**config.mk**
```make
export PLATFORM = sky130hd
export DESIGN_NAME = ocmp_timer
export DESIGN_NICKNAME = d
export VERILOG_FILES = /design/src/rtl/ocmp_pkg.sv /design/src/rtl/ocmp_prescaler.sv /design/src/rtl/ocmp_counter.sv /design/src/rtl/ocmp_channel.sv /design/src/rtl/ocmp_timer.sv
export SDC_FILE = /design/constraint.sdc
export NUM_CORES = 1
export LEC_CHECK = 0
export CAP_MARGIN = 25
export CELL_PAD_IN_SITES_DETAIL_PLACEMENT = 0
export CELL_PAD_IN_SITES_GLOBAL_PLACEMENT = 1
export CORE_ASPECT_RATIO = 1.4
export CORE_UTILIZATION = 49
export DETAILED_ROUTE_END_ITERATION = 10
export DONT_BUFFER_PORTS = 1
export GPL_ROUTABILITY_DRIVEN = 0
export GPL_TIMING_DRIVEN = 0
export PLACE_DENSITY_LB_ADDON = 0.1
export SYNTH_ARGS = -nofsm -noshare
export SYNTH_HDL_FRONTEND = slang
export SYNTH_SLANG_ARGS = --single-unit
```
**constraint.sdc**
```tcl
create_clock -name clk -period 2.3 [get_ports clk]
set_input_delay 0.115 -clock clk [delete_from_list [all_inputs] [get_ports clk]]
set_output_delay 0.115 -clock clk [all_outputs]
set_load 0.005 [all_outputs]
```
**src/rtl/ocmp_pkg.sv**
```systemverilog
package ocmp_pkg;
  localparam int A_CTRL_A   = 0;
  localparam int A_CTRL_B   = 1;
  localparam int A_STAT     = 2;
  localparam int A_CNT_H    = 3;
  localparam int A_CNT_L    = 4;
  localparam int A_CMP_BASE = 5;

  typedef enum logic [1:0] {
    DIV2  = 2'b00,
    DIV4  = 2'b01,
    DIV8  = 2'b10,
    DIV8X = 2'b11
  } clk_sel_e;
endpackage

```
**src/rtl/ocmp_prescaler.sv**
```systemverilog
module ocmp_prescaler
  import ocmp_pkg::*;
#(
  parameter int DIV_W = 3
) (
  input  logic       clk,
  input  logic       rst_n,
  input  logic [1:0] sel,
  output logic       tick
);
  logic [DIV_W-1:0] div_q, div_d, lim;

  always_comb begin
    unique case (clk_sel_e'(sel))
      DIV2:    lim = DIV_W'(1);
      DIV4:    lim = DIV_W'(3);
      default: lim = DIV_W'(7);
    endcase
    // >= so a ratio change mid-count cannot overrun
    tick  = (div_q >= lim);
    div_d = tick ? '0 : div_q + 1'b1;
  end

  always_ff @(posedge clk or negedge rst_n) begin
    if (!rst_n) div_q <= '0;
    else        div_q <= div_d;
  end
endmodule

```
**src/rtl/ocmp_counter.sv**
```systemverilog
module ocmp_counter #(
  parameter int CNT_W = 16
) (
  input  logic             clk,
  input  logic             rst_n,
  input  logic             tick,
  output logic [CNT_W-1:0] cnt
);
  logic [CNT_W-1:0] cnt_q, cnt_d;

  always_comb cnt_d = cnt_q + 1'b1;

  always_ff @(posedge clk or negedge rst_n) begin
    if (!rst_n)    cnt_q <= '0;
    else if (tick) cnt_q <= cnt_d;
  end

  assign cnt = cnt_q;
endmodule

```
**src/rtl/ocmp_channel.sv**
```systemverilog
module ocmp_channel #(
  parameter int              CNT_W   = 16,
  parameter logic [CNT_W-1:0] RST_VAL = 16'h8000
) (
  input  logic               clk,
  input  logic               rst_n,
  input  logic               tick,
  input  logic [CNT_W-1:0]   cnt,
  input  logic               wr_hi,
  input  logic               wr_lo,
  input  logic               acc_lo,
  input  logic               stat_rd,
  input  logic [CNT_W/2-1:0] wdata,
  input  logic               oe,
  input  logic               lvl,
  output logic [CNT_W-1:0]   cmp,
  output logic               flag,
  output logic               pin,
  output logic               hold
);
  localparam int HALF = CNT_W / 2;

  logic [CNT_W-1:0] cmp_q, cmp_d;
  logic hold_q, hold_d, arm_q, arm_d, flag_q, flag_d, pin_q, pin_d;
  logic match;

  always_comb begin
    match = tick & ~hold_q & (cnt == cmp_q);

    cmp_d = cmp_q;
    if (wr_hi) cmp_d[CNT_W-1:HALF] = wdata;
    if (wr_lo) cmp_d[HALF-1:0]     = wdata;

    hold_d = wr_hi ? 1'b1 : (wr_lo ? 1'b0 : hold_q);

    // clear sequence: status read seen with flag up, then low-byte access
    arm_d = acc_lo ? 1'b0 : ((stat_rd & flag_q) ? 1'b1 : arm_q);

    // a new match wins over a clear in the same cycle
    flag_d = match ? 1'b1 : ((acc_lo & arm_q) ? 1'b0 : flag_q);

    pin_d = (match & oe) ? lvl : pin_q;
  end

  always_ff @(posedge clk or negedge rst_n) begin
    if (!rst_n) begin
      cmp_q  <= RST_VAL;
      hold_q <= 1'b0;
      arm_q  <= 1'b0;
      flag_q <= 1'b0;
      pin_q  <= 1'b0;
    end else begin
      cmp_q  <= cmp_d;
      hold_q <= hold_d;
      arm_q  <= arm_d;
      flag_q <= flag_d;
      pin_q  <= pin_d;
    end
  end

  assign cmp  = cmp_q;
  assign flag = flag_q;
  assign pin  = pin_q;
  assign hold = hold_q;
endmodule

```
**src/rtl/ocmp_timer.sv**
```systemverilog
module ocmp_timer
  import ocmp_pkg::*;
#(
  parameter int NCH    = 2,
  parameter int CNT_W  = 16,
  parameter int ADDR_W = 4
) (
  input  logic               clk,
  input  logic               arst_n,
  input  logic               bus_sel,
  input  logic               bus_wr,
  input  logic               bus_rd,
  input  logic [ADDR_W-1:0]  bus_addr,
  input  logic [CNT_W/2-1:0] bus_wdata,
  output logic [CNT_W/2-1:0] bus_rdata,
  input  logic               irq_mask,
  output logic               irq,
  output logic [NCH-1:0]     ocmp_out,
  output logic [NCH-1:0]     ocmp_oe
);
  localparam int HALF  = CNT_W / 2;
  localparam int CA_W  = 1 + NCH;
  localparam int CB_W  = 2 + NCH;

  // reset: asserted asynchronously, released on the clock
  logic [1:0] rs_q;
  logic       rst_n;
  always_ff @(posedge clk or negedge arst_n) begin
    if (!arst_n) rs_q <= '0;
    else         rs_q <= {rs_q[0], 1'b1};
  end
  assign rst_n = rs_q[1];

  logic [CA_W-1:0] ctrl_a_q, ctrl_a_d;
  logic [CB_W-1:0] ctrl_b_q, ctrl_b_d;
  logic            wr_a, wr_b, stat_rd;
  logic            tick;
  logic [CNT_W-1:0] cnt;
  logic [NCH-1:0][CNT_W-1:0] cmp_v;
  logic [NCH-1:0]  flags, hold_v, oe_v, lvl_v, wr_hi, wr_lo, acc_lo;

  assign wr_a    = bus_sel & bus_wr & (bus_addr == ADDR_W'(A_CTRL_A));
  assign wr_b    = bus_sel & bus_wr & (bus_addr == ADDR_W'(A_CTRL_B));
  assign stat_rd = bus_sel & bus_rd & (bus_addr == ADDR_W'(A_STAT));

  always_comb begin
    ctrl_a_d = wr_a ? bus_wdata[CA_W-1:0] : ctrl_a_q;
    ctrl_b_d = wr_b ? bus_wdata[CB_W-1:0] : ctrl_b_q;
  end

  always_ff @(posedge clk or negedge rst_n) begin
    if (!rst_n) begin
      ctrl_a_q <= '0;
      ctrl_b_q <= '0;
    end else begin
      ctrl_a_q <= ctrl_a_d;
      ctrl_b_q <= ctrl_b_d;
    end
  end

  ocmp_prescaler #(.DIV_W(3)) u_pre (
    .clk(clk), .rst_n(rst_n), .sel(ctrl_b_q[1:0]), .tick(tick)
  );

  ocmp_counter #(.CNT_W(CNT_W)) u_cnt (
    .clk(clk), .rst_n(rst_n), .tick(tick), .cnt(cnt)
  );

  for (genvar i = 0; i < NCH; i++) begin : g_ch
    localparam int HI_A = A_CMP_BASE + 2 * i;
    localparam int LO_A = HI_A + 1;

    assign wr_hi[i]  = bus_sel & bus_wr & (bus_addr == ADDR_W'(HI_A));
    assign wr_lo[i]  = bus_sel & bus_wr & (bus_addr == ADDR_W'(LO_A));
    assign acc_lo[i] = bus_sel & (bus_wr | bus_rd) & (bus_addr == ADDR_W'(LO_A));
    assign oe_v[i]   = ctrl_b_q[2+i];
    assign lvl_v[i]  = ctrl_a_q[1+i];

    ocmp_channel #(
      .CNT_W  (CNT_W),
      .RST_VAL(CNT_W'(1) << (CNT_W - 1))
    ) u_ch (
      .clk    (clk),
      .rst_n  (rst_n),
      .tick   (tick),
      .cnt    (cnt),
      .wr_hi  (wr_hi[i]),
      .wr_lo  (wr_lo[i]),
      .acc_lo (acc_lo[i]),
      .stat_rd(stat_rd),
      .wdata  (bus_wdata),
      .oe     (oe_v[i]),
      .lvl    (lvl_v[i]),
      .cmp    (cmp_v[i]),
      .flag   (flags[i]),
      .pin    (ocmp_out[i]),
      .hold   (hold_v[i])
    );
  end

  assign ocmp_oe = oe_v;
  assign irq     = ctrl_a_q[0] & (|flags) & ~irq_mask;

  always_comb begin
    bus_rdata = '0;
    if (bus_addr == ADDR_W'(A_CTRL_A)) bus_rdata = HALF'(ctrl_a_q);
    if (bus_addr == ADDR_W'(A_CTRL_B)) bus_rdata = HALF'(ctrl_b_q);
    if (bus_addr == ADDR_W'(A_STAT))   bus_rdata = HALF'(flags);
    if (bus_addr == ADDR_W'(A_CNT_H))  bus_rdata = cnt[CNT_W-1:HALF];
    if (bus_addr == ADDR_W'(A_CNT_L))  bus_rdata = cnt[HALF-1:0];
    for (int i = 0; i < NCH; i++) begin
      if (bus_addr == ADDR_W'(A_CMP_BASE + 2 * i))     bus_rdata = cmp_v[i][CNT_W-1:HALF];
      if (bus_addr == ADDR_W'(A_CMP_BASE + 2 * i + 1)) bus_rdata = cmp_v[i][HALF-1:0];
    end
  end
endmodule

```
## After elaboration in Yosys (flattened, before gate mapping)

Cells that the tools add are included.

- Bits in registers: 68
- Bits of input ports: 18
- Output and inout bits: 13
- Logic and storage cells: 91

- Add/subtract/negate cells: 2
- Magnitude comparators: 1
- Eq/ne operators: 11
- Muxes and demuxes: 23
- Bitwise operators: 28
- Reduce and logical (&&, ||, !) cells: 9

Operators by type and width:

| cell | number |
|---|---|
| 8-bit 2-to-1 mux | 6 |
| 16-bit == test | 2 |
| 1-bit bitwise AND | 24 |
| 16-bit by 1-bit adder with 16-bit output (second input constant) | 1 |
| 4-bit by 3-bit == test with 1-bit output (second input constant) | 4 |
| 1-bit 2-to-1 mux | 12 |
| 2-bit nonzero test | 6 |
| 4-bit by 2-bit == test with 1-bit output (second input constant) | 2 |
| 4-bit 2-to-1 mux | 2 |
| 3-bit 2-to-1 mux | 2 |
| 3-bit one-hot mux with 2 select lines | 1 |
| 4-bit by 1-bit == test with 1-bit output (second input constant) | 1 |
| 4-bit == test (second input constant) | 1 |
| 4-bit logical NOT | 1 |
| 3-bit by 1-bit adder with 3-bit output (second input constant) | 1 |
| 3-bit >= comparator | 1 |
| 1-bit inverter | 3 |
| 2-bit by 1-bit == test with 1-bit output (second input constant) | 1 |
| 2-bit logical NOT | 1 |
| 2-bit OR reduction | 1 |
| 1-bit OR | 1 |

## Logic depth before layout (Yosys ltp)

Gate-level depths: netlist (run 1).

- Word-level depth: 10
- Depth in mapped cells: 7
- Depth with buffers taken out: 7

## Modules after synthesis

From an unflattened synthesis (run 1), not the netlist that was laid out.

- Cell total of the unflattened synthesis: 346
- Area total of the unflattened synthesis: 3762.4 um^2

By module, submodules not included:

| module | instances | cells each | area an instance (um^2) | seq. area each (um^2) |
|---|---|---|---|---|
| ocmp_channel | 2 | 75 | 935.9 | 501.7 |
| ocmp_timer | 1 | 125 | 1018.5 | 225.2 |
| ocmp_counter | 1 | 56 | 695.7 | 400.4 |
| ocmp_prescaler | 1 | 15 | 176.4 | 75.1 |

## Worst setup path after synthesis (run 1)

No wires, ideal clock.

- Kind: register -> register
- From: reg ctrl_b_q[1]
- To: reg g_ch[0].u_ch.pin_q
- Library setup time: 125 ps
- Arrival: 1698 ps
- Data required time: 2175 ps
- Setup slack: 478 ps
- Stages on the path, launching flop included: 8
- Path buffers: 0
- Clock period less this slack: 1822 ps
- Cells stage by stage: dfrtp_1 > inv_1 > ha_1 > nand3_1 > and2_1 > nor4_1 > nand4_1 > mux2_2

- Cells in the longest elaborated chain, start to end: 6
- Elaborated cells between the ends (all ways): 7
- Those cells by class: order compare (1); eq/ne (1); mux (1); bitwise (3); reduce/logical (1)

Ends and longest elaborated chain:

| element | RTL line | source |
|---|---|---|
| from (decl) | ocmp_timer.sv:35 | `logic [CB_W-1:0] ctrl_b_q, ctrl_b_d;` |
| from (signal assigned) | ocmp_timer.sv:57 | `ctrl_b_q <= ctrl_b_d;` |
| 2-bit by 1-bit == test with 1-bit output or 2-bit logical NOT (tied branches) | ocmp_prescaler.sv:14 | `unique case (clk_sel_e'(sel))` |
| 3-bit one-hot mux with 2 select lines (*) | ocmp_prescaler.sv:14 |  |
| 3-bit >= comparator (*) | ocmp_prescaler.sv:20 | `tick = (div_q >= lim);` |
| 1-bit bitwise AND (*) (2 in a row) | ocmp_channel.sv:28 | `match = tick & ~hold_q & (cnt == cmp_q);` |
| 1-bit bitwise AND (*) | ocmp_channel.sv:42 | `pin_d = (match & oe) ? lvl : pin_q;` |
| to (signal assigned) | ocmp_channel.sv:57 | `pin_q <= pin_d;` |
| to (decl) | ocmp_channel.sv:24 | `logic hold_q, hold_d, arm_q, arm_d, flag_q, flag_d, pin_q, pin_d;` |

Every way passes the cells marked *; elsewhere a longest branch is shown, timed or not.
A chain may end at the register's enable or synchronous reset.

## Final worst setup path (run 1)

- From: reg ctrl_b_q[1]
- To: reg g_ch[1].u_ch.pin_q

- Cells in the longest elaborated chain, start to end: 6
- Elaborated cells between the ends (all ways): 7
- Those cells by class: order compare (1); eq/ne (1); mux (1); bitwise (3); reduce/logical (1)

Ends and longest elaborated chain:

| element | RTL line |
|---|---|
| 2-bit by 1-bit == test with 1-bit output or 2-bit logical NOT (tied branches) | ocmp_prescaler.sv:14 |
| 3-bit one-hot mux with 2 select lines (*) | ocmp_prescaler.sv:14 |
| 3-bit >= comparator (*) | ocmp_prescaler.sv:20 |
| 1-bit bitwise AND (*) (2 in a row) | ocmp_channel.sv:28 |
| 1-bit bitwise AND (*) | ocmp_channel.sv:42 |
| to (signal assigned) | ocmp_channel.sv:57 |
| to (decl) | ocmp_channel.sv:24 |

Marks and branches as above.

==> results.md, run 1 <==
Global route:
- The overall routing resource usage is 26.83%.
- The number of antenna violations at the first check in global routing is 0.
- The residual overflow from global routing is 0.
- The met1 routing resource usage after global routing is 36.87%.
- The number of global-route vias before repair is 2,720.
- The largest net degree at the start of global routing is 67.
- The first global-routing pass estimated 15,060 µm of wire.
- The met2 global-route usage is 40.56%.
- The most used routing layer is met2.
- The met3 capacity usage during global routing is 5.111%.

Synth:
- The number of nets handed over by synthesis was 360.
- The total of flip-flops plus latches after synthesis is 68.
- The multiplexer share of the synthesized area is 15.99%.
- The async set or reset register ratio after synthesis is 100.0%.
- Counting flops with a built-in enable in the synthesized netlist gives 0.
- The xor and xnor area share after synthesis is 11.33%.
- The share of the synthesized area in compound gates (AO/OA/AOI/OAI) is 8.162%.
- The cell count after synthesis came out at 338.
- After synthesis, the largest family of logic cells by area is multiplexers.
- The adder-cell area share of the yosys netlist is 1.349%.
- In this run, distinct cell masters in the synthesized netlist total 48.
- A synthesized cell averages 10.98 µm².
- For this run, the number of Yosys warnings is 0.
- Among all flip-flop cells after synthesis, the most frequent one is sky130_fd_sc_hd__dfrtp_1.
- Sequential elements use 45.94% of the synthesized area.
- The area of the mapped netlist is 0.003710 mm².
- After Yosys synthesis, and, or, nand and nor cells account for 13.19% of the synthesized area.

Timing:
- The post-layout worst setup margin is 0.1036 ns.
- The largest clock skew in the final design is 0.006011 ns.
- Setup violations remaining at the end of the flow were counted as 0.
- Setup repair after global routing left no endpoint under its margin.
- Of the available clock period, the critical path in the final layout requires 95.50%.
- The summed negative setup slack over all endpoints is 0 ns.
- The peak clock frequency supported by timing is 455.3 MHz.
- The final max-slew violation count is 0.
- The final count of hold timing violations is 0.
- The tightest hold path in the finished design has a slack of 0.02004 ns.
- The headroom to the max-slew limit is 40.07%.
- The slew at the pin closest to its max-slew limit is 0.8920 ns.
- After layout, the minimum clock period comes to 2.196 ns.

Clock tree:
- For this design, the sink count on the clock tree is 68.
- After clock tree synthesis, the setup repair step added 0 buffers.
- The H-tree was split into 3 levels.
- Counting along the longest clock path gives a buffer depth of 2.
- After clock tree synthesis, the clock-pin slew on the worst setup and hold paths is 0.07 ns.
- The worst-skew pair later-pin latency is 0.35 ns.
- The number of gates resized after CTS is 0.
- The buffer type at the clock tree root is sky130_fd_sc_hd__clkbuf_8.
- The number of buffers inserted during clock tree synthesis is 9.
- The TritonCTS clock tree is done.

Place:
- The port buffer count is 0.
- The pre-CTS setup slack is 0.1193 ns.
- The post-DP HPWL is 6908 µm.
- After detailed placement, the design holds a cell count of 435.

Finish:
- The synthesis-to-layout area growth is 11.16%.
- Once layout is complete, the cells apart from fillers number 462.
- 0 antenna diodes ended up in the layout.
- The post-route netlist has 21.37% of its cells at a drive strength greater than 1.
- The total number of nets in the final design is 382.
- The library cells used most frequently in the layout, excluding fill and tap cells, are sky130_fd_sc_hd__dfrtp_1 (65), sky130_fd_sc_hd__mux2_2 (44), sky130_fd_sc_hd__xnor2_1 (37).
- The commonest non-fill, non-tap cell in the layout is sky130_fd_sc_hd__dfrtp_1.

Routing:
- The first detailed-routing pass ran for 4 iterations.
- The detail-routed via count per cell is 5.786.
- The final route contains 2,673 vias.
- The DRC violation count after routing is 0.
- The wire length reported by the detailed router is 9480 µm.
- The first routing iteration left 180 violations.
- The number of nets with antenna violations after detailed routing is 0.
- The routed wirelength normalized by instance count is 20.52 µm.

Critical path:
- In this run the worst path has a maximum fanout of 4.
- For the worst setup path, the data required time is 2.54 ns.
- The sort of element at the end of the critical path is a flip-flop.
- STA puts the critical path data arrival time at 2.44 ns.
- The type of origin of the critical path is a flip-flop.
- The critical setup path kind is flip-flop to flip-flop.

Power and ir drop:
- Dividing total power by cell area gives a power density of 848.7 mW/mm².
- Summed over all cells, the static leakage comes to 1.768 nW.
- The fraction of power spent switching nets is 32.94%.
- The share of power burned in registers is 47.7%.
- In this run the power spent charging and discharging nets is 0.001153 W.
- In this run, the combinational gates consume 26.9% of the power.
- The cell-internal power is 0.002347 W.
- The worst-case IR drop observed on VDD is 421.8 µV.
- The clock network power share is 25.4%.

Die:
- The die covers 0.007928 mm².
- The starting utilization of the core area is 50.40%.
- The area of the core is 0.007361 mm².
- The chip height is 105.0 µm.
- In this run the horizontal extent of the chip is 75.54 µm.
- 31 I/O pins were placed.
- The placement row count is 37.

Worst hold path:
- The worst hold path belongs to the class primary input to flip-flop.

Run:
- Max-cap violations in this run came to 0.

Run status:
- The flow ran to the end, and the final reports show no timing, DRC or antenna violations.
==> state kept, by name (all words and copies together) (netlist names) <==
signal	flops
ctrl_b_q	4
ctrl_a_q	3
g_ch.u_ch.pin	2
g_ch.u_ch.flag	2
g_ch.u_ch.arm_q	2
u_cnt.cnt	16
g_ch.u_ch.hold	2
g_ch.u_ch.cmp	32
rs_q	2
u_pre.div_q	3
==> kinds of logic after synthesis <==
group                    Yosys count
AND/OR/NAND/NOR                   92
flip-flops                        68
XOR/XNOR                          48
multiplexers                      48
AO/OA/AOI/OAI                     46
buffers and inverters             31
adder cells (fa/ha/maj)            4
other                              1
==> per-layer routing <==
metal / vias to the layer above / part of all wire, %
li1: 1239 / -
met1: 1340 / 43
met2: 71 / 49
met3: 23 / 5.3
met4: 0 / 3.2
met5: - / 0
==> path summary, 6_finish.rpt <==
kind	startpoint	end	slack, ns	cells after the start
setup reg to reg	ctrl_b_q[1]$_DFFE_PN0P_	g_ch[1].u_ch.pin$_DFFE_PN0P_	0.10	7
min in group asynchronous	rs_q[1]$_DFF_PN0_	g_ch[1].u_ch.cmp[14]$_DFFE_PN0P_	0.45	0
hold reg to reg	rs_q[0]$_DFF_PN0_	rs_q[1]$_DFF_PN0_	0.37	0
hold / removal	bus_sel	g_ch[0].u_ch.hold$_DFFE_PN0P_	0.02	2
max in group asynchronous	rs_q[1]$_DFF_PN0_	u_pre.div_q[2]$_DFF_PN0_	1.29	0
setup / recovery	ctrl_b_q[1]$_DFFE_PN0P_	g_ch[1].u_ch.pin$_DFFE_PN0P_	0.10	7
==> critical path: stages, from the launching register on <==
cell                      delay [ns]
sky130_fd_sc_hd__dfrtp_1        0.39
sky130_fd_sc_hd__inv_1          0.06
sky130_fd_sc_hd__ha_1           0.29
sky130_fd_sc_hd__nand3_1        0.13
sky130_fd_sc_hd__and2_1         0.24
sky130_fd_sc_hd__nor4_1         0.49
sky130_fd_sc_hd__nand4_1        0.19
sky130_fd_sc_hd__mux2_2         0.30
==> stage by stage <==
| stage | util, % | total power [W] | instance area, µm² |
|---|---|---|---|
| 6_report | 56.03 | 0.003500 | 4124 |
| 5_1_grt | 56.03 | 0.003700 | 4124 |
| 2_1_floorplan | - | 0.002350 | 3710 |
| 3_3_place_gp | 52.05 | 0.002581 | 3831 |
| 3_5_place_dp | 52.10 | 0.002604 | 3835 |
| 4_1_cts | 56.08 | 0.003526 | 4128 |
==> power by group through the flow <==
stage	Clock (W)	Combinational (W)	Sequential, W
after floorplan	0	0.000735	0.00161
after global placement	0	0.000900	0.00168
after detailed placement	0	0.000911	0.00169
after CTS	0.000913	0.000943	0.00167
after global routing	0.000965	0.00103	0.00171
final	0.000887	0.000942	0.00167
==> what timing repair did <==
action,in CTS,in global routing
hold buffers,12,0
endpoints found under the setup margin,0,1
hold endpoints to repair,43,0
==> cells in the mapped netlist (2+ instances only) <==
cell type / count / share of area [%]
sky130_fd_sc_hd__nand2b_1: 3 / 0.51
sky130_fd_sc_hd__clkbuf_1: 13 / 1.3
sky130_fd_sc_hd__o31ai_1: 3 / 0.61
sky130_fd_sc_hd__a22o_1: 3 / 0.71
sky130_fd_sc_hd__and2_1: 2 / 0.34
sky130_fd_sc_hd__or2_2: 2 / 0.34
sky130_fd_sc_hd__nor2_1: 16 / 1.6
sky130_fd_sc_hd__nor2b_1: 5 / 0.84
sky130_fd_sc_hd__o22ai_1: 6 / 1.0
sky130_fd_sc_hd__a32oi_1: 3 / 0.71
sky130_fd_sc_hd__nand4_1: 10 / 1.7
sky130_fd_sc_hd__buf_2: 3 / 0.40
sky130_fd_sc_hd__o21ai_0: 7 / 0.94
sky130_fd_sc_hd__buf_4: 5 / 1.0
sky130_fd_sc_hd__a21oi_1: 12 / 1.6
sky130_fd_sc_hd__inv_1: 9 / 0.91
sky130_fd_sc_hd__nand2_1: 22 / 2.2
sky130_fd_sc_hd__mux4_1: 2 / 1.4
sky130_fd_sc_hd__nor4_1: 2 / 0.34
sky130_fd_sc_hd__ha_1: 4 / 1.3
sky130_fd_sc_hd__dfrtp_1: 66 / 45
sky130_fd_sc_hd__a31oi_1: 2 / 0.34
sky130_fd_sc_hd__mux2_2: 44 / 13
sky130_fd_sc_hd__dfstp_2: 2 / 1.4
sky130_fd_sc_hd__mux4_2: 2 / 1.2
sky130_fd_sc_hd__nand3_1: 9 / 1.2
sky130_fd_sc_hd__and4_1: 2 / 0.47
sky130_fd_sc_hd__xor2_1: 11 / 2.6
sky130_fd_sc_hd__and3_1: 6 / 1.0
sky130_fd_sc_hd__nor3_1: 7 / 0.94
sky130_fd_sc_hd__xnor2_1: 37 / 8.7
sky130_fd_sc_hd__a22oi_1: 2 / 0.40
==> final cells by class <==
type | count | area [µm²]
fillers | 662 | 3237
multi-input cells | 239 | 1859
flip-flops and latches | 68 | 1708
clock buffers | 14 | 162.7
well taps | 97 | 121.4
repair buffers | 12 | 120.1
plain buffers | 21 | 108.9
inverters | 9 | 33.78
clock inverters | 2 | 10.01
No activity file was read; power rests on OpenSTA's default activity.
==> run 2: changes to the inputs <==
--- a/config.mk
+++ b/config.mk
@@ -5,11 +5,12 @@
 export SDC_FILE = /design/constraint.sdc
 export NUM_CORES = 1
 export LEC_CHECK = 0
+export ABC_AREA = 1
 export CAP_MARGIN = 25
 export CELL_PAD_IN_SITES_DETAIL_PLACEMENT = 0
 export CELL_PAD_IN_SITES_GLOBAL_PLACEMENT = 1
 export CORE_ASPECT_RATIO = 1.4
-export CORE_UTILIZATION = 49
+export CORE_UTILIZATION = 47
 export DETAILED_ROUTE_END_ITERATION = 10
 export DONT_BUFFER_PORTS = 1
 export GPL_ROUTABILITY_DRIVEN = 0
==> results.md, run 2 <==
Global route:
- The total overflow left after global routing is 0.
- The global-route wire length before repair is 17,970 µm.
- The largest net degree at the start of global routing is 67.
- The number of global-route vias before repair was 3,448.
- The overall routing resource usage is 27.34%.
- The number of antenna violations at the first check in global routing is 0.

Place:
- The port buffer count is 0.
- The post-DP HPWL is 8378 µm.
- The placed instances occupy a cell area of 0.004227 mm².

Timing:
- Of the available clock period, the critical path in the final layout requires 84.27%.
- The summed negative setup slack over all endpoints is 0 ns.
- The smallest hold slack is 0.04794 ns.
- For the pin with the worst max-slew slack, the measured transition is 0.8643 ns.
- Clock skew on the completed layout was measured at 0.007303 ns.
- Measured against its own limit, the worst slew margin works out to 42.38%.
- Setup repair after global routing left no endpoint under its margin.
- Static timing analysis puts the maximum clock frequency at 515.9 MHz.
- Setup violations remaining at the end of the flow were counted as 0.
- The final count of hold timing violations came to 0.
- The post-layout minimum cycle time is 1.938 ns.
- The final max-slew violation count came to 0.

Routing:
- The first-pass detailed-route iteration total is 5.
- The number of DRC markers after the initial detailed-route iteration is 251.
- The detail-routed via count per cell is 5.071.
- The vias after detailed routing is 3,560.
- Dividing the detail-routed wire length by the instance count gives 15.85 µm.
- After detailed routing, the number of remaining DRC violations is 0.
- The number of nets with antenna violations after detailed routing is 0.
- The wire length reported by the detailed router is 11,130 µm.

Synth:
- Synthesis produced a netlist whose cell count is 571.
- The total of flip-flops plus latches after synthesis is 68.
- The async set or reset register ratio after synthesis is 100.0%.
- The synthesized design devotes to its leading area cell type 40.33% of total area.
- Sequential elements use 41.61% of the synthesized area.
- The count of warnings emitted by yosys is 0.
- Yosys mapped the design onto 35 distinct sky130hd cell types.
- The top cell type by total area after synthesis is sky130_fd_sc_hd__dfrtp_1.
- The commonest cells after synthesis are sky130_fd_sc_hd__nand2_1 (205), sky130_fd_sc_hd__inv_1 (82), sky130_fd_sc_hd__dfrtp_1 (66).
- Summing every instance area after synthesis gives 0.004095 mm².
- Yosys mapped a number of flops with a built-in enable equal to 0.
- The most used flip-flop cell after synthesis is sky130_fd_sc_hd__dfrtp_1.
- Ranked by total cell area, the synthesized netlist is headed by sky130_fd_sc_hd__dfrtp_1 (40%), sky130_fd_sc_hd__nand2_1 (19%), sky130_fd_sc_hd__inv_1 (7.5%).
- After synthesis, the mean cell area works out to 7.172 µm².
- The cell with the most instances after synthesis is sky130_fd_sc_hd__nand2_1.
- The number of nets in the synthesized netlist is 593.

Finish:
- The flip-flop count of the largest register after layout is 32.
- Cells fill 56.00% of the core in the end.
- In the final layout, the share of cells above drive strength 1 is 9.667%.
- The synthesis-to-layout area growth is 13.44%.
- After routing the design area is 0.004646 mm².
- Leaving out fill and tap cells, the most frequent cells in the layout are sky130_fd_sc_hd__nand2_1 (205), sky130_fd_sc_hd__inv_1 (82), sky130_fd_sc_hd__dfrtp_1 (65).
- The layout has 808 filler cells.
- The repair_antennas step left the layout with diodes totalling 0.
- After the last flow step, the layout net total stands at 617.
- The commonest non-fill, non-tap cell in the layout is sky130_fd_sc_hd__nand2_1.

Die:
- The floorplan step defined a die boundary enclosing 0.009096 mm².
- The die is 112.4 µm tall.
- Measured along the x axis, the die boundary spans 80.89 µm.
- The number of primary I/O pins is 31.
- The placement row count is 39.
- For this configuration, the core starts out at a cell density of 49.37%.
- The core region is 0.008295 mm².

Worst hold path:
- The worst hold path begins at bus_wdata[2].
- The worst hold path belongs to the class primary input to flip-flop.

Clock tree:
- The number of clock buffers added by TritonCTS is 9.
- The deepest level of the CTS H-tree is 3.
- At the later pin of the worst-skew pair, clock insertion delay measures 0.34 ns.
- The TritonCTS clock tree is done.
- The post-CTS clock slew at the launch and capture registers of the worst setup and hold paths is 0.05 ns.
- Buffers added to address setup during post-CTS repair amount to 0.
- The tree is rooted in a sky130_fd_sc_hd__clkbuf_16.
- The post-cts hold buffer count is 13.
- The number of gates resized after CTS is 0.
- The buffer depth of the longest clock path is 2.
- The clock drives 68 sinks.

Power and ir drop:
- Dividing total power by cell area gives a power density of 972.8 mW/mm².
- The leakage power is 2.404 nW.
- The worst voltage drop across the vdd grid is 630.7 µV.
- The completed layout was analyzed and its total power is 0.004519 W.

Run:
- Max-cap violations in this run came to 0.

Critical path:
- At the worst endpoint, the required time is 2.51 ns.
- STA puts the critical path data arrival time at 2.15 ns.
- In this run the critical register-to-register path is launched from ctrl_b_q[1]$_DFFE_PN0P_.
- The worst setup path is launched from a flip-flop.
- The worst setup path is captured at a flip-flop.
- Along the worst path, the maximum fanout reaches 10.
- The most critical setup path has its startpoint at ctrl_b_q[1]$_DFFE_PN0P_.
- The worst setup path is of the flip-flop to flip-flop kind.

Run status:
- The run finished with clean final reports.
run 2: logic make-up (layout without fill, tap and decap cells):
kind of cell	Yosys count	after routing	synth area share (%)
buffers and inverters	102	131	10.88
adder cells (fa/ha/maj)	4	4	1.222
flip-flops	68	68	41.61
AO/OA/AOI/OAI	67	67	9.685
XOR/XNOR	24	24	5.133
other	1	1	0.09157
AND/OR/NAND/NOR	305	305	31.38
run 2: final timing paths:
kind	end	slack (ns)	cells past startpoint
max in group asynchronous	g_ch[1].u_ch.cmp[14]$_DFFE_PN0P_	1.29	0
setup reg to reg	u_cnt.cnt[15]$_DFFE_PN0P_	0.36	9
hold reg to reg	rs_q[1]$_DFF_PN0_	0.36	0
min in group asynchronous	g_ch[1].u_ch.cmp[7]$_DFFE_PN0P_	0.45	0
setup / recovery	u_cnt.cnt[15]$_DFFE_PN0P_	0.36	9
hold / removal	g_ch[0].u_ch.cmp[10]$_DFFE_PN0P_	0.05	2
run 2: where the power goes:
part | switching, W | leakage, nW | internal (W)
clock network | 0.000495 | 0.141 | 0.000868
logic | 0.000857 | 1.46 | 0.000495
registers | 0.000316 | 0.803 | 0.00149
total | 0.00167 | 2.40 | 0.00285
run 2: through the flow:
step | cells | worst slack (ns)
floorplan | 571 | 0.2697
global placement | 673 | -0.5328
detailed placement | 673 | 0.3430
CTS | 702 | 0.3281
global route | 702 | 0.2140
finish | 702 | 0.3617
run 2: final cells by class:
cell class / instances / area (µm²) / share of cell area, %
repair buffers: 13 / 130.1 / 2.801
flip-flops and latches: 68 / 1708 / 36.76
clock inverters: 2 / 35.03 / 0.7541
inverters: 86 / 325.3 / 7.002
clock buffers: 14 / 254.0 / 5.467
multi-input cells: 401 / 1946 / 41.88
well taps: 102 / 127.6 / 2.747
plain buffers: 16 / 120.1 / 2.586
run 2: critical path: stages, from the launching register on:
cell and delay, ns:
sky130_fd_sc_hd__dfrtp_1 0.41, sky130_fd_sc_hd__inv_1 0.07, sky130_fd_sc_hd__ha_1 0.29, sky130_fd_sc_hd__nand3_1 0.08, sky130_fd_sc_hd__nand2_1 0.10, sky130_fd_sc_hd__buf_4 0.20
sky130_fd_sc_hd__nand2_1 0.17, sky130_fd_sc_hd__nor3_2 0.20, sky130_fd_sc_hd__nand3_1 0.14, sky130_fd_sc_hd__xor2_1 0.16
run 2: layer usage:
layer | part of all wire (%) | global-route usage [%] | vias to the layer above
li1 | - | - | 1813
met5 | 0 | 0 | -
met1 | 45 | 36.05 | 1653
met3 | 3.6 | 4.309 | 16
met4 | 2.2 | 12.38 | 0
met2 | 49 | 43.53 | 78
==> run 3: changes to the inputs <==
==> constraint.sdc (replaced) <==
create_clock -name clk -period 1.98 [get_ports clk]
set_input_delay 0.099 -clock clk [delete_from_list [all_inputs] [get_ports clk]]
set_output_delay 0.099 -clock clk [all_outputs]
set_load 0.005 [all_outputs]
==> results.md, run 3 (synthesis results as in run 2) <==
Run status:
- The flow ran to the end, and the final reports show no timing, DRC or antenna violations.

Die:
- The total area inside the core boundary comes to 0.008295 mm².
- The die covers 0.009096 mm².
- The die is 80.89 µm wide.
- After floorplanning, the core was divided into 39 placement rows.
- The number of primary I/O pins is 31.
- The chip height is 112.4 µm.
- Once the floorplan was initialized, standard cells occupied 49.37% of the core.

Timing:
- Setup repair after global routing left no endpoint under its margin.
- The count of endpoints failing setup in the final report is 0.
- The final count of hold timing violations is 0.
- Derived from the worst setup path, the maximum achievable clock frequency is 544.9 MHz.
- The final max-slew violation count is 0.
- The worst path uses 92.69% of the clock period.
- For the pin with the worst max-slew slack, the measured transition is 0.8605 ns.
- The headroom to the max-slew limit is 42.64%.
- The post-layout minimum cycle time is 1.835 ns.
- The tightest hold path in the finished design has a slack of 0.01828 ns.
- For the final database, setup skew stands at 0.006406 ns.
- Summed over all failing endpoints, the final setup total negative slack is 0 ns.

Place:
- The post-DP HPWL is 8520 µm.
- The instance count after placement with tap cells included is 673.
- The port buffer count is 0.

Clock tree:
- For the worst-skew pair, the clock arrives at the later sink with an insertion delay of 0.34 ns.
- The number of buffers inserted during clock tree synthesis is 9.
- The buffer type at the clock tree root is sky130_fd_sc_hd__clkbuf_16.
- TritonCTS built the clock tree.
- The buffer depth of the longest clock path is 2.
- The clock net in this run drives a total of 68 sinks.
- The H-tree was split into 3 levels.
- Clock-pin slew was measured on the worst setup and hold paths at 0.06 ns.

Routing:
- The detail-routed via count per cell is 5.206.
- The count of nets left with antenna violations once routing finished came out at 0.
- Detailed routing inserted a total of 3,660 vias.
- The number of DRC markers after the initial detailed-route iteration is 257.
- The routed design has 11,310 µm of wire.
- In the routed design, unresolved DRC markers number 0.
- The first-pass detailed-route iteration total is 5.
- The routed wirelength normalized by instance count is 16.09 µm.

Power and ir drop:
- The power density over the cells is 1142 mW/mm².
- In this run the static leakage power is 2.419 nW.
- The design draws 0.005346 W.
- The worst-case IR drop observed on VDD is 902.0 µV.

Finish:
- The commonest non-fill, non-tap cell in the layout is sky130_fd_sc_hd__nand2_1.
- The count of inserted antenna diode cells is 0.
- The top cell types in the final layout, fill and taps aside, are sky130_fd_sc_hd__nand2_1 (204), sky130_fd_sc_hd__inv_1 (82), sky130_fd_sc_hd__dfrtp_1 (65).
- The register with the most flip-flops in the layout has 32 of them.
- The share of final-layout standard cells stronger than drive strength 1 is 10.65%.
- The synthesis-to-layout area growth is 14.27%.
- The finished layout holds 703 standard cells, fillers aside.
- For this run, the post-layout net count is 618.

Critical path:
- The required time of the critical path is 2.24 ns.
- The critical setup path kind is flip-flop to flip-flop.
- The peak fanout along the critical path is 4.
- The sort of element at the end of the critical path is a flip-flop.
- The type of origin of the critical path is a flip-flop.
- Data arrives at the worst endpoint at 2.09 ns.

Global route:
- The overall routing resource usage is 27.55%.
- Entering global routing, the biggest net connects 67 pins.
- The number of antenna violations at the first check in global routing is 0.
- The number of global-route vias before repair came to 3,536.
- The residual overflow from global routing is 0.
- The first global-routing pass estimated 18,240 µm of wire.

Worst hold path:
- The class of the tightest hold or removal check is primary input to flip-flop.

Run:
- The number of max-cap violations is 0.
## run 3: cell count changes in the layout (fill, tap and decap cells not counted)
cell,before,now
sky130_fd_sc_hd__nand3_2,1,2
sky130_fd_sc_hd__nand2_2,2,3
sky130_fd_sc_hd__clkinv_2,1,2
sky130_fd_sc_hd__clkbuf_8,1,2
sky130_fd_sc_hd__nand3_1,16,15
sky130_fd_sc_hd__clkbuf_1,4,1
sky130_fd_sc_hd__buf_6,4,5
sky130_fd_sc_hd__clkinvlp_4,0,1
sky130_fd_sc_hd__nand2_1,205,204
## run 3: layout make-up
class | instances | area, µm²
Buffer | 16 | 123.9
Clock buffer | 12 | 256.5
Clock inverter | 4 | 47.55
Fill cell | 844 | 3616
Inverter | 86 | 325.3
Multi-Input combinational cell | 401 | 1953
Sequential cell | 68 | 1708
Tap cell | 102 | 127.6
Timing Repair Buffer | 14 | 137.6
## run 3: power by group
part | internal (W) | switching (W)
Sequential | 0.00173 | 0.000371
Combinational | 0.000589 | 0.00102
Clock | 0.00104 | 0.000600
Total | 0.00336 | 0.00199
## run 3: worst max-delay path, cell delays in order, from the launching register on
cell                      delay, ns
sky130_fd_sc_hd__dfrtp_1       0.40
sky130_fd_sc_hd__inv_1         0.06
sky130_fd_sc_hd__ha_1          0.29
sky130_fd_sc_hd__nand3_1       0.08
sky130_fd_sc_hd__nand2_1       0.11
sky130_fd_sc_hd__inv_1         0.16
sky130_fd_sc_hd__nor2_1        0.23
sky130_fd_sc_hd__nand2_1       0.14
sky130_fd_sc_hd__nor2_1        0.13
sky130_fd_sc_hd__xor2_1        0.15
## run 3: path summary, 6_finish.rpt
| path | start | to | slack (ns) | depth (start not counted) |
|---|---|---|---|---|
| max | ctrl_b_q[1]$_DFFE_PN0P_ | u_cnt.cnt[8]$_DFFE_PN0P_ | 0.14 | 9 |
| min | bus_wdata[3] | g_ch[0].u_ch.cmp[11]$_DFFE_PN0P_ | 0.02 | 2 |
| max reg2reg | ctrl_b_q[1]$_DFFE_PN0P_ | u_cnt.cnt[8]$_DFFE_PN0P_ | 0.14 | 9 |
| min reg2reg | rs_q[0]$_DFF_PN0_ | rs_q[1]$_DFF_PN0_ | 0.36 | 0 |
| max in group asynchronous | rs_q[1]$_DFF_PN0_ | g_ch[1].u_ch.arm_q$_DFFE_PN0P_ | 0.97 | 0 |
| min in group asynchronous | rs_q[1]$_DFF_PN0_ | g_ch[0].u_ch.cmp[7]$_DFFE_PN0P_ | 0.43 | 0 |
## run 3: layer usage
layer,vias to the layer above,share of wire [%],GRT usage [%],wire [µm]
met5,-,0,0,0
met1,1736,45,36.10,5049
met3,22,4.0,5.203,458
met2,90,49,44.03,5521
met4,0,2.5,11.43,285
li1,1812,-,-,-
## run 3: timing repair
item                                    4_1_cts  5_1_grt
gates resized for setup                       1        2
setup buffers                                 0        1
hold buffers                                 13        0
endpoints found under the setup margin        1        2
hold endpoints to repair                     27        0
## run 3: per-stage QoR
| step | utilization (%) | instance area (µm²) | setup slack, ns |
|---|---|---|---|
| 6_report | 56.41 | 4679 | 0.1448 |
| 5_1_grt | 56.41 | 4679 | 0.006462 |
| 4_1_cts | 56.21 | 4663 | 0.06931 |
| 3_5_place_dp | 50.95 | 4227 | 0.01602 |
| 3_3_place_gp | 50.92 | 4224 | 0.1052 |
| 2_1_floorplan | - | 4096 | 0.3944 |
